--- config.mk ---
export PLATFORM = sky130hd
export DESIGN_NAME = scl_stall_watch
export DESIGN_NICKNAME = d
export VERILOG_FILES = /design/src/rtl/scl_stall_watch.sv
export SDC_FILE = /design/constraint.sdc
export NUM_CORES = 1
export LEC_CHECK = 0
export BUFFER_PORTS_ARGS = -buffer_cell sky130_fd_sc_hd__buf_4
export CAP_MARGIN = 30
export CORE_MARGIN = 5
export CORE_UTILIZATION = 53
export DETAILED_ROUTE_END_ITERATION = 7
export PLACE_DENSITY = 0.77
export SETUP_SLACK_MARGIN = 0.15
export SLEW_MARGIN = 20
export SYNTH_ARGS = -nofsm -noshare
export SYNTH_HDL_FRONTEND = slang
export SYNTH_SLANG_ARGS = --single-unit
--- constraint.sdc ---
create_clock -name clk_i -period 5.65 [get_ports clk_i]
set_clock_uncertainty 0.05 [all_clocks]
set_input_delay 1.695 -clock clk_i [delete_from_list [all_inputs] [get_ports clk_i]]
set_output_delay 1.695 -clock clk_i [all_outputs]
set_load 0.01 [all_outputs]
--- src/rtl/scl_stall_watch.sv ---
module scl_stall_watch #(
  parameter int CNT_W = 16
) (
  input  logic             clk_i,
  input  logic             rst_ni,
  input  logic             host_scl_rel_i,
  input  logic             scl_i,
  input  logic             ack_done_i,
  input  logic             tmo_en_i,
  input  logic [CNT_W-1:0] tmo_val_i,
  input  logic             intr_en_i,
  input  logic             intr_clr_i,
  output logic             stall_evt_o,
  output logic             intr_state_o,
  output logic             intr_o
);

  logic             window_q;
  logic [CNT_W-1:0] cnt_q;
  logic             stalling;
  logic             at_limit;
  logic             hold_set;

  assign stalling    = window_q & tmo_en_i & host_scl_rel_i & ~scl_i & (tmo_val_i != '0);
  assign at_limit    = cnt_q >= tmo_val_i;
  assign stall_evt_o = stalling & (cnt_q == tmo_val_i - CNT_W'(1));
  assign hold_set    = stalling & at_limit;
  assign intr_o      = intr_state_o & intr_en_i;

  always_ff @(posedge clk_i or negedge rst_ni) begin
    if (!rst_ni)                      window_q <= 1'b0;
    else if (ack_done_i)              window_q <= 1'b1;
    else if (host_scl_rel_i && scl_i) window_q <= 1'b0;
  end

  always_ff @(posedge clk_i or negedge rst_ni) begin
    if (!rst_ni)        cnt_q <= '0;
    else if (!stalling) cnt_q <= '0;
    else if (!at_limit) cnt_q <= cnt_q + CNT_W'(1);
  end

  always_ff @(posedge clk_i or negedge rst_ni) begin
    if (!rst_ni)                       intr_state_o <= 1'b0;
    else if (stall_evt_o || hold_set)  intr_state_o <= 1'b1;
    else if (intr_clr_i)               intr_state_o <= 1'b0;
  end

endmodule

Word-level counts from Yosys, hierarchy flattened:

Index checks and enable logic that the tools add are counted.

* divide/modulo/power cells: 0
* bitwise logic cells: 8
* muxes and demuxes: 6
* shifts and indexed selects: 0
* reductions and logical operators: 5
* equality and inequality tests: 2
* add/subtract/negate cells: 2
* order comparisons: 1
* multiply operators: 0

Operators by type and width (number)
* 16-bit 2-to-1 mux: 2
* 16-bit by 1-bit adder with 16-bit output, second input constant: 1
* 16-bit equality test: 1
* 16-bit greater-or-equal comparator: 1
* 16-bit nonzero test: 1
* 16-bit by 1-bit subtractor with 16-bit output, second input constant: 1
* 1-bit AND: 7
* 1-bit 2-to-1 mux: 4
* 2-bit nonzero test: 2
* 2-bit != test, second input constant: 1
* 1-bit logical AND: 1
* 1-bit logical OR: 1
* 1-bit NOT: 1

* bits in latches: 0
* input port bits: 24
* register bits: 18
* bits in writable memories: 0
* output and inout port bits: 3
* memory bits (read-only): 0
* memories kept: 0

Logic depth before layout (Yosys ltp):

* depth after elaboration: 7
* depth in mapped cells: 11

Worst setup path after synthesis:

Ideal clock, no wire load.

* path kind: input-to-output
* from: input tmo_val_i[1]
* to: output stall_evt_o
* arrival: 3.675 ns
* required time: 3.905 ns
* setup slack: 0.230 ns
* stages: 8
* cells stage by stage: inv_1 ha_1 nor4b_1 xnor2_1 nand2_1 a2111oi_1 nand3_1 nor3b_1

* word-level cells in the longest chain between the ends: 3

RTL lines
* from (decl): line 10 `input logic [CNT_W-1:0] tmo_val_i,`
* 16-bit by 1-bit subtractor with 16-bit output / 16-bit nonzero test (equally long branches): line 26, 24
* 16-bit equality test / 1-bit AND (equally long branches): line 26, 24
* 1-bit AND *: line 26 `assign stall_evt_o = stalling & (cnt_q == tmo_val_i - CNT_W'(1));`
* to (decl): line 13 `output logic stall_evt_o,`

Mark *: on every way between the ends. The rest lies on a longest branch, timed or not.

Worst setup path in the final report:

* from: input tmo_val_i[0]
* to: output stall_evt_o

Same word-level chain as after synthesis.

==> results.json <==
{
  "setup_viol": 0,
  "critPathMaxFanout": 5,
  "first_global_vias": 1643,
  "grt_max_degree": 22,
  "ys_types": 49,
  "final-seq-area_um2": 450,
  "worst_ep_arrival_time_ns": 3.69,
  "p_leak_nw": 1.01,
  "final-instance-count-excl-fill": 309,
  "ir_worst_vdd_uv": 114,
  "cts_sinks": 18,
  "place_inst": 306,
  "drc": 0,
  "numPortBuffers": 26,
  "endpoint_kind": "output pin",
  "fin_nets": 306,
  "antenna_found_initial": 0,
  "synth-edff-count": 0,
  "yosys_warnings": 0,
  "grt_pass1_wl_um": 7580,
  "yosysTopAreaCellShare_pct": 23.3,
  "globalplace.congestion": 0.889,
  "ys_top_cells_by_area": "dfrtp_1, ha_1, xnor2_1",
  "holdBufCountCts": 0,
  "switchingPower_uw": 72.5,
  "dpl.hpwl_um": 3570,
  "syn_area_um2": 1940,
  "areaGrowthSynthToFinish_pct": 14.7,
  "start_util_pct": 53.7,
  "wl_um": 4470,
  "max_stage_delay_ns": 0.59,
  "viasPerCell": 5.73,
  "row_count": 22,
  "start_kind": "input pin",
  "n_antenna_cell": 0,
  "ant_nets": 0,
  "clock-root-buffer": "clkbuf_8",
  "die_width_um": 70.4,
  "setup_tns_ns": 0,
  "hold_violations": 0,
  "h-tree-depth": 1,
  "ys_ff_latch": 18,
  "drt_iter0_markers": 72,
  "utilization_pct": 61.6,
  "synth_area_per_cell_um2": 8.13,
  "min_from": "window_q$_DFFE_PN0P_",
  "yosysSeqAreaShare_pct": 23.3,
  "ios": 27,
  "layout_common_cells": "buf_4, inv_1, a21oi_1, ha_1, dfrtp_1",
  "rrSetupSlack_ns": 2.91,
  "clk_pin_slew_worst_paths_ns": 0.06,
  "dp_slack_ns": 0.261,
  "synth_top_area_cell": "dfrtp_1",
  "relSlewSlack_pct": 52.2,
  "outcome": "completed",
  "grt_setup_unrepaired": "false",
  "postSynthCellCount": 238,
  "holdPathEnd": "window_q$_DFFE_PN0P_",
  "finalWorstSetupSlack_ns": 0.212,
  "r2r_start": "cnt_q[0]$_DFFE_PN0N_",
  "crit_type": "in2out",
  "drt_pre_antenna_iters": 4,
  "chipHeight_um": 70.4,
  "vias": 1771,
  "max_cap_violations": 0,
  "seq_power_share_pct": 46.8,
  "cp_slowest_cell": "or4_1",
  "pwr-share-clk_pct": 31.4,
  "cts_tree": "done",
  "worst_pin_slew_ns": 0.715,
  "sw_frac_of_total_pct": 26.1,
  "slew_viol_final": 0,
  "multiInputGateArea_um2": 1380,
  "placed_cell_area_um2": 2170,
  "fin_crit_sh_pct": 96.3,
  "synth_ff_type": "dfrtp_1",
  "die_area_um2": 4960,
  "internal_power_uw": 206,
  "whs_ns": 0.437,
  "wl_per_cell_um": 14.5,
  "timing.fmax_mhz": 184,
  "rr_worst_depth": 8,
  "comb_power_share_pct": 21.7,
  "stdcell_area_um2": 2220,
  "insertion_delay_ns": 0.25,
  "reg2reg_to": "cnt_q[7]$_DFFE_PN0N_",
  "nFillCells": 346,
  "grt.total_usage_pct": 18.6,
  "cts_made_buffers": 3,
  "p_per_area_nw_per_um2": 125,
  "drive_above_1_share_pct": 14.6,
  "overflow": 0,
  "core_um2": 3610,
  "synthArstFlopShare_pct": 100,
  "min_path_type": "reg2reg",
  "path_cells": "buf_4 > or4_1 > nor2_1 > nand2_1 > a2111oi_1 > nand3_1 > nor3b_1 > buf_4",
  "layout_commonest_cell": "buf_4",
  "syn-num-nets": 281,
  "hold-path-cell-count": 1,
  "required_ns": 3.90,
  "finalCriticalPeriod_ns": 5.44,
  "total_power_uw": 278,
  "cp_common_cell": "buf_4",
  "clockBufferDepth": 2
}
-- logic make-up (layout without fill, tap and decap cells) --
group	Yosys count	count (layout)	synth area share (%)
AO/OA/AOI/OAI	60	60	20.0
XOR/XNOR	21	21	10.2
adder cells (fa/ha/maj)	19	19	12.3
buffers and inverters	29	52	5.88
flip-flops	18	18	23.3
multiplexers	4	4	2.07
AND/OR/NAND/NOR	87	87	26.2
-- critical path: cells and delay by family --
kind                   cells  cell delay [ns]
AO/OA/AOI/OAI              1             0.51
AND/OR/NAND/NOR            5             1.20
buffers and inverters      2             0.29
-- worst max path at each step --
| stage | startpoint | endpoint | depth (start not counted) |
|---|---|---|---|
| after floorplan | tmo_val_i[1] | stall_evt_o | 8 |
| after global routing | tmo_val_i[1] | stall_evt_o | 11 |
| after CTS | tmo_val_i[1] | stall_evt_o | 11 |
| final | tmo_val_i[0] | stall_evt_o | 8 |
| after global placement | tmo_val_i[1] | stall_evt_o | 11 |
| after detailed placement | tmo_val_i[1] | stall_evt_o | 11 |
-- power by group through the flow --
| stage | combinational [mW] | sequential, mW | clock [mW] |
|---|---|---|---|
| after global routing | 0.0676 | 0.130 | 0.0953 |
| after global placement | 0.0597 | 0.133 | 0 |
| final | 0.0605 | 0.130 | 0.0874 |
| after detailed placement | 0.0601 | 0.133 | 0 |
| after floorplan | 0.0339 | 0.133 | 0 |
| after CTS | 0.0603 | 0.130 | 0.0896 |
-- cell usage after synthesis (2+ instances only) --
cell / instances
a31oi_1: 3
xor2_1: 9
nor3_1: 8
and4_1: 2
o21ai_0: 12
dfrtp_1: 18
xnor2_1: 11
nand3_1: 5
nand4b_1: 2
clkbuf_1: 4
nor3b_1: 2
a21oi_1: 19
nand2_1: 14
nand2b_1: 3
mux2i_1: 4
nor2_1: 10
o211ai_1: 3
inv_1: 20
nand4_1: 9
or4_1: 6
or3_1: 12
ha_1: 19
o2111ai_1: 2
o31ai_1: 5
and2_1: 2
a21o_1: 5
and3_1: 4
buf_2: 4
-- state kept, by name, summed over array words and instances, names as in the netlist --
signal and flops:
cnt_q 16, intr_state_o 1, window_q 1
-- metal layers --
metal / wire [µm] / track usage, % / vias up
met5: 0 / 0 / -
met4: 20 / 4.47 / 0
met3: 146 / 2.59 / 2
met2: 2100 / 30.5 / 33
met1: 2210 / 25.6 / 805
li1: - / - / 931
-- repair_timing --
item,in CTS,in global routing
endpoints found under the setup margin,0,1
gates resized for setup,0,1
setup buffers,0,0
endpoints found under the hold margin,0,0
-- final cells by class --
type,count,area share (%)
multi-input combinational,191,62.0
sequential,18,20.3
timing repair buffer,29,9.80
inverter,20,3.38
tap,48,2.70
clock buffer,3,1.86
No activity file was read; power rests on OpenSTA's default activity.
